===== config.mk =====
export PLATFORM = sky130hd
export DESIGN_NAME = sensor_phase_seq
export DESIGN_NICKNAME = d
export VERILOG_FILES = /design/src/rtl/sps_pkg.sv /design/src/rtl/sps_pacer.sv /design/src/rtl/sps_msg_sel.sv /design/src/rtl/sps_manch_tx.sv /design/src/rtl/sensor_phase_seq.sv
export SDC_FILE = /design/constraint.sdc
export NUM_CORES = 1
export LEC_CHECK = 0
export ABC_AREA = 1
export BUFFER_PORTS_ARGS = -buffer_cell sky130_fd_sc_hd__buf_2
export CORE_MARGIN = 2
export CORE_UTILIZATION = 45
export CTS_BUF_LIST = sky130_fd_sc_hd__clkbuf_16
export CTS_CLUSTER_DIAMETER = 200
export CTS_CLUSTER_SIZE = 20
export DETAILED_ROUTE_END_ITERATION = 8
export HOLD_SLACK_MARGIN = 0.15
export PLACE_DENSITY = 0.68
export SYNTH_ARGS = -nofsm -noshare
export SYNTH_HDL_FRONTEND = slang
export SYNTH_SLANG_ARGS = --single-unit

===== constraint.sdc =====
create_clock -name clk -period 1.79 [get_ports clk]
set_input_delay 0.358 -clock clk [delete_from_list [all_inputs] [get_ports clk]]
set_output_delay 0.358 -clock clk [all_outputs]
set_load 0.02 [all_outputs]

===== src/rtl/sps_pkg.sv =====
package sps_pkg;

   typedef enum logic [2:0] {
      PH_INIT = 3'd0,
      PH_DEV  = 3'd1,
      PH_DIAG = 3'd2,
      PH_AZ   = 3'd3,
      PH_NORM = 3'd4
   } phase_e;

   localparam int TYPE_W = 2;

   localparam logic [TYPE_W-1:0] MT_DEV  = 2'b00;
   localparam logic [TYPE_W-1:0] MT_DIAG = 2'b01;
   localparam logic [TYPE_W-1:0] MT_AZ   = 2'b10;
   localparam logic [TYPE_W-1:0] MT_ACC  = 2'b11;

endpackage


===== src/rtl/sps_pacer.sv =====
module sps_pacer #(
   parameter int PERIOD   = 3648,
   parameter int SLOT_GAP = 1600
) (
   input  logic clk,
   input  logic rst_n,
   input  logic sync_en,
   input  logic slot_sel,
   input  logic sync_pulse,
   input  logic busy,
   output logic tick
);
   localparam int CNT_W = (PERIOD > 2) ? $clog2(PERIOD) : 1;
   localparam int GAP_W = (SLOT_GAP > 0) ? $clog2(SLOT_GAP + 1) : 1;

   logic [CNT_W-1:0] per_cnt;
   logic [GAP_W-1:0] gap_cnt;
   logic             pend;
   logic             tick_q;

   always_ff @(posedge clk or negedge rst_n) begin
      if (!rst_n) begin
         per_cnt <= '0;
         gap_cnt <= '0;
         pend    <= 1'b0;
         tick_q  <= 1'b0;
      end else begin
         tick_q <= 1'b0;
         if (!sync_en) begin
            pend <= 1'b0;
            if (per_cnt == CNT_W'(PERIOD - 1)) begin
               per_cnt <= '0;
               tick_q  <= 1'b1;
            end else begin
               per_cnt <= per_cnt + 1'b1;
            end
         end else begin
            per_cnt <= '0;
            if (pend) begin
               if (gap_cnt == '0) begin
                  pend   <= 1'b0;
                  tick_q <= 1'b1;
               end else begin
                  gap_cnt <= gap_cnt - 1'b1;
               end
            end else if (sync_pulse && !tick_q && !busy) begin
               pend    <= 1'b1;
               gap_cnt <= slot_sel ? GAP_W'(SLOT_GAP) : '0;
            end
         end
      end
   end

   assign tick = tick_q;

endmodule


===== src/rtl/sps_msg_sel.sv =====
module sps_msg_sel
   import sps_pkg::*;
#(
   parameter int SN_W     = 32,
   parameter int SAMPLE_W = 10
) (
   input  logic                       clk,
   input  logic                       rst_n,
   input  logic                       tick,
   input  logic                       az_en,
   input  logic                       selftest_ok,
   input  logic [SN_W-1:0]            serial_no,
   input  logic [2:0]                 rev_id,
   input  logic [2:0]                 mfg_id,
   input  logic [7:0]                 user_byte,
   input  logic                       user_bit,
   input  logic [SAMPLE_W-1:0]        accel_sample,
   output logic                       send,
   output logic [TYPE_W+SAMPLE_W-1:0] frame,
   output phase_e                     phase
);
   localparam int SN_BYTES = SN_W / 8;
   localparam int DEV_MSGS = SN_BYTES + 3;
   localparam int IDX_W    = $clog2(DEV_MSGS);
   localparam int ID_IDX   = SN_BYTES;
   localparam int UB_IDX   = SN_BYTES + 1;
   localparam int BIT_IDX  = SN_BYTES + 2;

   phase_e             ph_q;
   logic [IDX_W-1:0]   idx_q;
   logic [SN_W-1:0]    sn_shift;
   logic [TYPE_W-1:0]  mtype;
   logic [SAMPLE_W-1:0] data;

   always_ff @(posedge clk or negedge rst_n) begin
      if (!rst_n) begin
         ph_q  <= PH_INIT;
         idx_q <= '0;
      end else if (tick) begin
         unique case (ph_q)
            PH_INIT: begin
               ph_q  <= PH_DEV;
               idx_q <= '0;
            end
            PH_DEV: begin
               if (idx_q == IDX_W'(DEV_MSGS - 1)) begin
                  ph_q  <= PH_DIAG;
                  idx_q <= '0;
               end else begin
                  idx_q <= idx_q + 1'b1;
               end
            end
            PH_DIAG: ph_q <= az_en ? PH_AZ : PH_NORM;
            PH_AZ:   ph_q <= PH_NORM;
            default: ph_q <= PH_NORM;
         endcase
      end
   end

   assign sn_shift = serial_no >> {idx_q, 3'b000};

   always_comb begin
      mtype = MT_DEV;
      data  = '0;
      unique case (ph_q)
         PH_DEV: begin
            mtype = MT_DEV;
            if (idx_q == IDX_W'(ID_IDX))
               data = SAMPLE_W'({2'b00, rev_id, mfg_id});
            else if (idx_q == IDX_W'(UB_IDX))
               data = SAMPLE_W'(user_byte);
            else if (idx_q == IDX_W'(BIT_IDX))
               data = SAMPLE_W'(user_bit);
            else
               data = SAMPLE_W'(sn_shift[7:0]);
         end
         PH_DIAG: begin
            mtype = MT_DIAG;
            data  = SAMPLE_W'(selftest_ok);
         end
         PH_AZ: begin
            mtype = MT_AZ;
            data  = accel_sample;
         end
         PH_NORM: begin
            mtype = MT_ACC;
            data  = accel_sample;
         end
         default: begin
            mtype = MT_DEV;
            data  = '0;
         end
      endcase
   end

   assign frame = {mtype, data};
   assign send  = tick && (ph_q != PH_INIT);
   assign phase = ph_q;

endmodule


===== src/rtl/sps_manch_tx.sv =====
module sps_manch_tx #(
   parameter int FRAME_W  = 12,
   parameter int HALF_CYC = 8
) (
   input  logic               clk,
   input  logic               rst_n,
   input  logic               load,
   input  logic [FRAME_W-1:0] frame,
   output logic               line,
   output logic               busy
);
   localparam int BIT_W = $clog2(FRAME_W);

   logic [FRAME_W-1:0] shreg;
   logic [BIT_W-1:0]   bits_left;
   logic               second_half;
   logic               busy_q;
   logic               half_done;

   generate
      if (HALF_CYC > 1) begin : g_half_cnt
         localparam int HC_W = $clog2(HALF_CYC);
         logic [HC_W-1:0] hcnt;
         always_ff @(posedge clk or negedge rst_n) begin
            if (!rst_n)
               hcnt <= '0;
            else if (load || !busy_q || half_done)
               hcnt <= '0;
            else
               hcnt <= hcnt + 1'b1;
         end
         assign half_done = busy_q && (hcnt == HC_W'(HALF_CYC - 1));
      end else begin : g_half_one
         assign half_done = busy_q;
      end
   endgenerate

   always_ff @(posedge clk or negedge rst_n) begin
      if (!rst_n) begin
         shreg       <= '0;
         bits_left   <= '0;
         second_half <= 1'b0;
         busy_q      <= 1'b0;
      end else if (load) begin
         shreg       <= frame;
         bits_left   <= BIT_W'(FRAME_W - 1);
         second_half <= 1'b0;
         busy_q      <= 1'b1;
      end else if (half_done) begin
         if (!second_half) begin
            second_half <= 1'b1;
         end else begin
            second_half <= 1'b0;
            if (bits_left == '0) begin
               busy_q <= 1'b0;
            end else begin
               bits_left <= bits_left - 1'b1;
               shreg     <= {shreg[FRAME_W-2:0], 1'b0};
            end
         end
      end
   end

   assign line = busy_q && (second_half ? shreg[FRAME_W-1] : ~shreg[FRAME_W-1]);
   assign busy = busy_q;

endmodule


===== src/rtl/sensor_phase_seq.sv =====
module sensor_phase_seq
   import sps_pkg::*;
#(
   parameter int SN_W     = 32,
   parameter int SAMPLE_W = 10,
   parameter int HALF_CYC = 8,
   parameter int PERIOD   = 3648,
   parameter int SLOT_GAP = 1600
) (
   input  logic                clk,
   input  logic                rst_n,
   input  logic                sync_en,
   input  logic                slot_sel,
   input  logic                sync_pulse,
   input  logic                az_en,
   input  logic                selftest_ok,
   input  logic [SN_W-1:0]     serial_no,
   input  logic [2:0]          rev_id,
   input  logic [2:0]          mfg_id,
   input  logic [7:0]          user_byte,
   input  logic                user_bit,
   input  logic [SAMPLE_W-1:0] accel_sample,
   output logic                tx_line,
   output logic                tx_active,
   output logic [2:0]          phase_o
);
   localparam int FRAME_W  = TYPE_W + SAMPLE_W;
   localparam int TX_CYC   = 2 * FRAME_W * HALF_CYC;

   generate
      if (SN_W % 8 != 0 || SN_W < 8) begin : g_bad_sn
         $error("SN_W must be a positive multiple of 8");
      end
      if (SAMPLE_W < 8) begin : g_bad_sample
         $error("SAMPLE_W must hold a byte");
      end
      if (HALF_CYC < 1) begin : g_bad_half
         $error("HALF_CYC must be at least 1");
      end
      if (PERIOD < TX_CYC + 2) begin : g_bad_period
         $error("PERIOD too short for one frame");
      end
   endgenerate

   logic               tick;
   logic               send;
   logic               busy;
   logic [FRAME_W-1:0] frame;
   phase_e             phase;

   sps_pacer #(
      .PERIOD   (PERIOD),
      .SLOT_GAP (SLOT_GAP)
   ) u_pacer (
      .clk        (clk),
      .rst_n      (rst_n),
      .sync_en    (sync_en),
      .slot_sel   (slot_sel),
      .sync_pulse (sync_pulse),
      .busy       (busy),
      .tick       (tick)
   );

   sps_msg_sel #(
      .SN_W     (SN_W),
      .SAMPLE_W (SAMPLE_W)
   ) u_sel (
      .clk          (clk),
      .rst_n        (rst_n),
      .tick         (tick),
      .az_en        (az_en),
      .selftest_ok  (selftest_ok),
      .serial_no    (serial_no),
      .rev_id       (rev_id),
      .mfg_id       (mfg_id),
      .user_byte    (user_byte),
      .user_bit     (user_bit),
      .accel_sample (accel_sample),
      .send         (send),
      .frame        (frame),
      .phase        (phase)
   );

   sps_manch_tx #(
      .FRAME_W  (FRAME_W),
      .HALF_CYC (HALF_CYC)
   ) u_tx (
      .clk   (clk),
      .rst_n (rst_n),
      .load  (send),
      .frame (frame),
      .line  (tx_line),
      .busy  (busy)
   );

   assign tx_active = busy;
   assign phase_o   = phase;

endmodule


Word level (Yosys, flattened, before mapping). Index checks and enable logic that the tools add are counted. W data, S select, Z words.

Bits in registers: 52. Word-level logic and storage cells: 95. Input port bits: 64.

Equal/unequal tests: 12. $add $sub $neg: 5. Mux-type cells: 41. Bitwise operators: 1. Shifts and indexed selects: 1. Reductions and logical operators: 24.

Operator list (count): $mux W12 (6); $mux W11 (4); $shr A32 B6 Y8 (1); $pmux W10 S3 (1); $mux W10 (2); $mux W1 (16); $mux W4 (4); $eq A3 B3 Y1 const B (5); $add A12 B1 Y12 const B (1); $eq A12 B12 Y1 const B (1); $mux W3 (4); $logic_not A11 Y1 (1); $sub A11 B1 Y11 const B (1); $reduce_bool A2 Y1 (5); $pmux W3 S3 (1); $reduce_and A3 Y1 (3); $mux W8 (1); $add A3 B1 Y3 const B (2); $eq A3 B2 Y1 const B (2); $pmux W2 S3 (1); $pmux W3 S2 (1); $logic_and A1 B1 Y1 (5); $logic_not A4 Y1 (1); $ne A2 B1 Y1 const B (2); 10 further kinds (13).

Depth between registers and ports, before layout. Gate-level depths: netlist of run 1.

Word-level depth: 6. Gate-level depth with buffers: 12. Depth with buffers taken out: 11.

By module. Synthesis of run 1 repeated with hierarchy kept, for this count alone.

Cells, all modules: 493. Area total of the unflattened synthesis: 3538.4 um^2.

By module, submodules not included: sps_pacer (area an instance 1495.2 um^2, instances 1, seq. area each 625.6 um^2, cells an instance 185); sps_manch_tx (area an instance 1153.6 um^2, instances 1, seq. area each 525.5 um^2, cells an instance 132); sps_msg_sel (area an instance 889.6 um^2, instances 1, seq. area each 150.1 um^2, cells an instance 176).

Least setup slack after synthesis of run 1. Ideal clock, no wire load.

Kind: register -> register. From: register u_tx.g_half_cnt.hcnt[0]. To: register u_tx.shreg[2]. Data arrival time: 1.391 ns. Setup time: 0.124 ns. Path slack: 0.275 ns. Cell stages (with the launch flop): 10. Clock period less this slack: 1.515 ns. Required time: 1.666 ns. Path through: dfrtp_1 > ha_1 > ha_1 > nand2_1 > nor2_1 > nand2_1 > nand2_1 > buf_4 > nor2_1 > a21oi_2.

Cells in the longest elaborated chain, start to end: 4.

Ends and longest elaborated chain: from (decl) (RTL line sps_manch_tx.sv:23) `logic [HC_W-1:0] hcnt;`; from (signal assigned) (RTL line sps_manch_tx.sv:30) `hcnt <= hcnt + 1'b1;`; $eq A3 B3 Y1 (RTL line sps_manch_tx.sv:32) `assign half_done = busy_q && (hcnt == HC_W'(HALF_CYC - 1));`; $logic_and A1 B1 Y1 (RTL line sps_manch_tx.sv:32); $reduce_bool A2 Y1 (no source line); $reduce_and A3 Y1 (no source line); to (signal assigned) (RTL line sps_manch_tx.sv:45) `shreg <= frame;`; to (signal assigned) (RTL line sps_manch_tx.sv:58) `shreg <= {shreg[FRAME_W-2:0], 1'b0};`; to (decl) (RTL line sps_manch_tx.sv:14) `logic [FRAME_W-1:0] shreg;`.

No other way between the ends. A chain may end at the register's enable or synchronous reset.

Worst setup path after layout of run 1.
From: register u_pacer.gap_cnt[0]. To: register u_pacer.gap_cnt[6].

Cells in the longest elaborated chain, start to end: 3. Elaborated cells between the ends (all ways): 6. Classes of those cells: add/sub: 1; eq/ne: 1; mux: 2; reduce/logical: 2.

Ends and longest elaborated chain: from (decl) (RTL line sps_pacer.sv:17) `logic [GAP_W-1:0] gap_cnt;`; from (signal assigned) (RTL line sps_pacer.sv:44) `gap_cnt <= gap_cnt - 1'b1;`; from (signal assigned) (RTL line sps_pacer.sv:48) `gap_cnt <= slot_sel ? GAP_W'(SLOT_GAP) : '0;`; $sub A11 B1 Y11 or $logic_not A11 Y1 (tied branches) (RTL line sps_pacer.sv:44, sps_pacer.sv:40); $mux W11 or $ne A2 B2 Y1 (tied branches); $mux W11 or $reduce_and A3 Y1 (tied branches).

Parallel ways exist; a longest one is shown, timed or not. The select of a mux whose other input is x is not followed.

==> flow_summary.ini, run 1 <==
[worst_setup_path]
crit_arrival_ns = 1.80
cp-end-kind = flip-flop
crit_start = u_pacer.gap_cnt[0]
required_ns = 1.95
worstPathMaxFanout = 12
crit_type = flip-flop to flip-flop
start_kind = flip-flop
rr_startpoint = u_pacer.gap_cnt[0]

[global_route]
antenna_found_initial = 0
grt_max_degree = 53
grt_usage_pct = 19.11
grt_pass1_vias = 3109
grt_pass1_wl_mm = 13.03
grt-ovfl-total = 0

[yosys]
yosysTopAreaCellShare_pct = 39.32
synthTopCellsByArea = dfrtp_1 (39%), nand2_1 (21%), nor2_1 (5.0%)
synth_common_cells = nand2_1 (189), dfrtp_1 (52), nor2_1 (44), inv_1 (33), nand3_1 (29)
yosysWarnings = 0
ys_async_sr_fraction_pct = 100.0
synth.yosys.seq_area_share_pct = 39.32
synth_edf_count = 0
synth.distinct_cells = 40
syn_inst = 485
synth.ff_latch_count = 52
syn_avg_cell_area_um2 = 6.824
synth-main-ff-cell = dfrtp_1
syn_nets = 556
yosysTopAreaCell = dfrtp_1
netlist_area_mm2 = 0.003309
post-synth-top-count-cell = nand2_1

[placement]
gp_congestion = 0.9034
place_inst = 649
placed_area_mm2 = 0.003766
hpwlAfterDp_mm = 5.658
portBuffers = 68

[detailed_routing]
met2_length_mm = 3.587
postRouteAntennaNets = 0
first_pass_iters = 4
drc = 0
num_vias = 3220
wl_per_cell_um = 11.44
drt-met1-wl_mm = 3.503
top_layer = met4
drtIter0Drc = 104
viasPerCell = 4.894
routed-wl-met3_um = 368
wl_mm = 7.527

[worst_hold_path]
min_from = accel_sample[9]
hp-class = input pin to flip-flop

[timing]
setup-tns-final_ns = 0
fin_crit_sh_pct = 91.46
tightestPinTransition_ns = 0.3514
fin_crit_ns = 1.637
hold_violations = 0
setup_violations = 0
finalClockSkew_ns = 0.003102
max_freq_mhz = 610.8
rsz0062_at_grt = no
max_slew_margin_pct = 76.36
maxSlewViolCount = 0

[layout]
seq_area_mm2 = 0.001303
final_area_mm2 = 0.003948
layout.nets = 629
area_delta_synth_final_pct = 19.28
antennaDiodeCount = 0
multi_input_area_mm2 = 0.001707
fin_cells = 658
drive_above_1_share_pct = 22.00
fillCellCount = 707
finish.utilization_pct = 55.01

[clocking]
cts.clk_slew.worst_paths_ns = 0.07
htree_levels = 2
clock-sinks = 52
cts_tree = yes
numCtsBuffers = 5
worst_skew_pair.late_latency_ns = 0.29
root_buffer = clkbuf_16
clk_path_buf_depth = 2

[floorplan]
die_w_um = 89.76
die_area_mm2 = 0.008056
chipHeight_um = 89.76
core-area_mm2 = 0.007176
rows = 31
io_pins = 69
initial_core_util_pct = 46.12

[run]
cap_viol_max_count = 0

[power_and_ir_drop]
leakagePower_nw = 2.058
vdd_drop_max_mv = 0.5462
power.total_mw = 5.011
power_density_mw_per_mm2 = 1269

[outcome]
status = completed
-- cell families (layout without fill, tap and decap cells) --
kind of cell / after synthesis / after routing / share of synthesized area (%)
AO/OA/AOI/OAI: 65 / 65 / 11.15
XOR/XNOR: 6 / 6 / 1.588
adder cells (fa/ha/maj): 7 / 7 / 2.646
buffers and inverters: 69 / 143 / 9.300
flip-flops: 52 / 52 / 39.32
AND/OR/NAND/NOR: 286 / 286 / 35.99
-- worst paths after layout --
kind	end	slack [ns]	cells after the start
max	u_pacer.gap_cnt[6]	0.15	8
max in group asynchronous	u_sel.idx_q[1]	0.95	3
max reg2reg	u_pacer.gap_cnt[6]	0.15	8
min reg2reg	u_tx.g_half_cnt.hcnt[0]	0.44	1
min in group asynchronous	u_tx.shreg[9]	0.60	3
min	u_tx.shreg[9]	0.33	3
-- timing repair --
action                                  in CTS  in global routing
hold endpoints to repair                    52                  0
setup buffers                                0                  0
resized for setup                            0                  3
endpoints found under the setup margin       0                 15
hold buffers                                 1                  0
-- final cells by class --
| type | instances | share of cell area, % |
|---|---|---|
| multi-input cells | 364 | 43.23 |
| flip-flops and latches | 52 | 33.00 |
| repair buffers | 79 | 11.09 |
| inverters | 56 | 5.388 |
| clock buffers | 5 | 3.170 |
| well taps | 99 | 3.138 |
| clock inverters | 3 | 0.9826 |
-- flip-flops by register name (all words and copies together) (netlist names) --
| name | flops |
|---|---|
| u_pacer.per_cnt | 12 |
| u_tx.shreg | 12 |
| u_pacer.gap_cnt | 11 |
| u_tx.bits_left | 4 |
| u_sel.idx_q | 3 |
| u_sel.phase | 3 |
| u_tx.g_half_cnt.hcnt | 3 |
| u_pacer.pend | 1 |
| u_pacer.tick | 1 |
| u_tx.busy | 1 |
| u_tx.second_half | 1 |
-- cell usage in the layout (no fill, tap or decap), drive strengths merged, types with 2 or more instances in the layout --
cell type,Yosys,final
a21boi,3,3
xor2,4,4
xnor2,2,2
o21ai,35,35
nor3,3,3
ha,7,7
buf,10,78
nand3,30,30
nor2,51,51
clkinv,4,5
a21oi,21,21
nand4,7,7
clkbuf,3,5
dfrtp,52,52
nand2,191,191
o211ai,2,2
inv,52,53
-- critical path, stage by stage (launching register included) --
cell      delay (ns)
dfrtp_1         0.39
inv_1           0.07
ha_1            0.20
nand2_1         0.06
nor2_1          0.04
nand4_1         0.11
nand3_2         0.25
a21oi_2         0.26
a21boi_0        0.12
-- power breakdown --
group | leakage, nW | switching, mW | internal (mW)
logic | 1.32 | 1.40 | 0.782
clock network | 0.0850 | 0.418 | 0.653
registers | 0.651 | 0.271 | 1.49
total | 2.06 | 2.09 | 2.92
-- layer usage --
| layer | GRT usage (%) | vias up |
|---|---|---|
| met5 | 0 | - |
| met4 | 5.000 | 0 |
| met3 | 4.526 | 6 |
| met2 | 33.27 | 63 |
| met1 | 23.96 | 1479 |
| li1 | - | 1672 |
-- per-stage QoR --
step	hold slack, ns	setup WS (ns)
after floorplan	0.06241	0.2748
after global placement	0.3724	0.1146
after detailed placement	0.3799	0.07731
after CTS	0.3285	0.05198
after global routing	0.3398	0.01159
final	0.3318	0.1529
Note: power is estimated with default switching activity, not from simulation.
==> run 2, diff against run 1 <==
ABC_AREA = unset   (was 1)
SETUP_SLACK_MARGIN = 0.2   (was unset)
==> flow_summary.ini, run 2 <==
[detailed_routing]
viasPerCell = 5.661
drc = 0
wl_per_cell_um = 16.07
wl_mm = 8.678
postRouteAntennaNets = 0
drtIter0Drc = 173
first_pass_iters = 4
num_vias = 3057

[placement]
gp_congestion = 0.8709
place_inst = 505
portBuffers = 68
hpwlAfterDp_mm = 5.886
dp_slack_ns = -0.2133

[clocking]
clk_path_buf_depth = 2
worst_skew_pair.late_latency_ns = 0.29
htree_levels = 2
root_buffer = clkbuf_16
cts_tree = yes
clock-sinks = 52
cts.clk_slew.worst_paths_ns = 0.07
numCtsBuffers = 5

[timing]
setup-tns-final_ns = -1.426
maxSlewViolCount = 0
finalClockSkew_ns = 0.005845
fin_ws_ns = -0.2012
max_freq_mhz = 502.2
setup_violations = 12
hold_violations = 0
fin_crit_ns = 1.991
max_slew_margin_pct = 62.59
rsz0062_at_grt = yes
tightestPinTransition_ns = 0.5588
fin_crit_sh_pct = 111.2

[layout]
seq_area_mm2 = 0.001309
fillCellCount = 534
layout.nets = 514
multi_input_area_mm2 = 0.002023
final_common_cell = buf_2
antennaDiodeCount = 0
finish.utilization_pct = 67.18
area_delta_synth_final_pct = 43.85
drive_above_1_share_pct = 45.95
fin_cells = 540
final_cell_mix = buf_2 (68), dfrtp_1 (46), buf_4 (43)
top_regs = u_pacer.per_cnt: 12 flops, u_tx.shreg: 12 flops, u_pacer.gap_cnt: 11 flops

[power_and_ir_drop]
p_comb_share_pct = 43.3
power_density_mw_per_mm2 = 1027
p_clk_share_pct = 20.2
switching_share_pct = 33.49
switchingPower_mw = 1.569
vdd_drop_max_mv = 0.7582
power.total_mw = 4.687
seqPwrFrac_pct = 36.5
leakagePower_nw = 1.986
intPower_mw = 3.117

[global_route]
grt_usage_pct = 23.28
grt-ovfl-total = 0
grt_max_degree = 53
grt_pass1_vias = 3011
antenna_found_initial = 0
grt_pass1_wl_mm = 14.21

[yosys]
yosysWarnings = 0
yosysTopAreaCell = dfrtp_1
synth_common_cells = dfrtp_1 (52), nand2_1 (26), nor2_1 (25), clkbuf_1 (19)
synth-main-ff-cell = dfrtp_1
synth.yosys.seq_area_share_pct = 41.01
post-synth-top-count-cell = dfrtp_1
yosysTopAreaCellShare_pct = 41.01
syn_inst = 326
synth.ff_latch_count = 52
syn_avg_cell_area_um2 = 9.733
netlist_area_mm2 = 0.003173
ys_async_sr_fraction_pct = 100.0
synthTopCellsByArea = dfrtp_1 (41%), mux4_2 (5.7%), nand2_1 (3.1%)
syn_nets = 397
synth_edf_count = 0
synth.distinct_cells = 55

[floorplan]
initial_core_util_pct = 46.70
die_area_mm2 = 0.007739
io_pins = 69
core-area_mm2 = 0.006794
rows = 30
chipHeight_um = 87.97
die_w_um = 87.97

[worst_setup_path]
crit_arrival_ns = 2.20
required_ns = 2.00
r2r_cells = 6
start_kind = flip-flop
worstPathMaxFanout = 3
crit_type = flip-flop to flip-flop
cp-end-kind = flip-flop

[worst_hold_path]
hp-class = input pin to flip-flop
hold_depth = 3

[outcome]
violations = setup timing
status = finished, violations left

[run]
cap_viol_max_count = 0
run 2: metal layers:
metal | share of wire (%) | vias up | GRT usage (%)
li1 | - | 1458 | -
met1 | 43 | 1504 | 31.45
met2 | 50 | 75 | 38.09
met3 | 4.3 | 20 | 4.430
met4 | 2.1 | 0 | 6.993
met5 | 0 | - | 0
run 2: power by group through the flow:
stage / combinational [mW] / clock [mW] / sequential, mW
2_1_floorplan: 1.11 / 0 / 1.59
3_3_place_gp: 1.50 / 0 / 1.68
3_5_place_dp: 1.52 / 0 / 1.69
4_1_cts: 1.76 / 0.963 / 1.69
5_1_grt: 2.22 / 1.03 / 1.75
6_report: 2.03 / 0.947 / 1.71
run 2: cell families (layout without fill, tap and decap cells):
kind of cell,after synthesis,in the layout,synth area share [%]
AOI/OAI and AO/OA,77,77,16.84
muxes,19,19,9.424
buffers and inverters,32,150,3.825
xor gates and xnor gates,14,14,3.864
and+or+nand+nor,125,125,22.28
adders and majority gates,7,7,2.760
DFF,52,52,41.01
run 2: repair_timing:
action	in CTS	in global routing
buffers inserted	15	10
gates cloned	1	0
endpoints found under the setup margin	36	32
pin swaps	16	14
hold endpoints to repair	52	0
resized for setup	35	39
hold buffers	1	0
run 2: worst paths after layout:
kind	from	slack, ns	end
worst min register to register	u_tx.shreg[8]	0.53	u_tx.shreg[8]
max in group asynchronous	rst_n	0.93	u_sel.idx_q[1]
worst min-delay path	accel_sample[8]	0.35	u_tx.shreg[8]
worst max register to register	u_pacer.gap_cnt[2]	-0.20	u_pacer.gap_cnt[1]
worst max-delay path	u_pacer.gap_cnt[2]	-0.20	u_pacer.gap_cnt[1]
min in group asynchronous	rst_n	0.58	u_tx.bits_left[3]
run 2: critical path, cell delays in order (launching register included):
cell      delay, ns
dfrtp_1        0.39
or4_4          0.54
buf_4          0.15
or4b_4         0.53
nand2b_4       0.11
inv_1          0.05
o22ai_1        0.13
run 2: cell type report:
class / count / share of cell area (%)
Clock inverter: 3 / 0.3838
Clock buffer: 5 / 2.741
Inverter: 12 / 0.9868
Multi-Input combinational cell: 242 / 44.33
Timing Repair Buffer: 130 / 20.26
Tap cell: 96 / 2.632
Sequential cell: 52 / 28.67
run 2: per-stage QoR:
step	hold slack [ns]	cell area, µm²
after floorplan	0.06241	3268
after global placement	0.3727	3904
after detailed placement	0.3734	3904
after CTS	0.3306	4329
after global routing	0.3529	4564
final	0.3542	4564
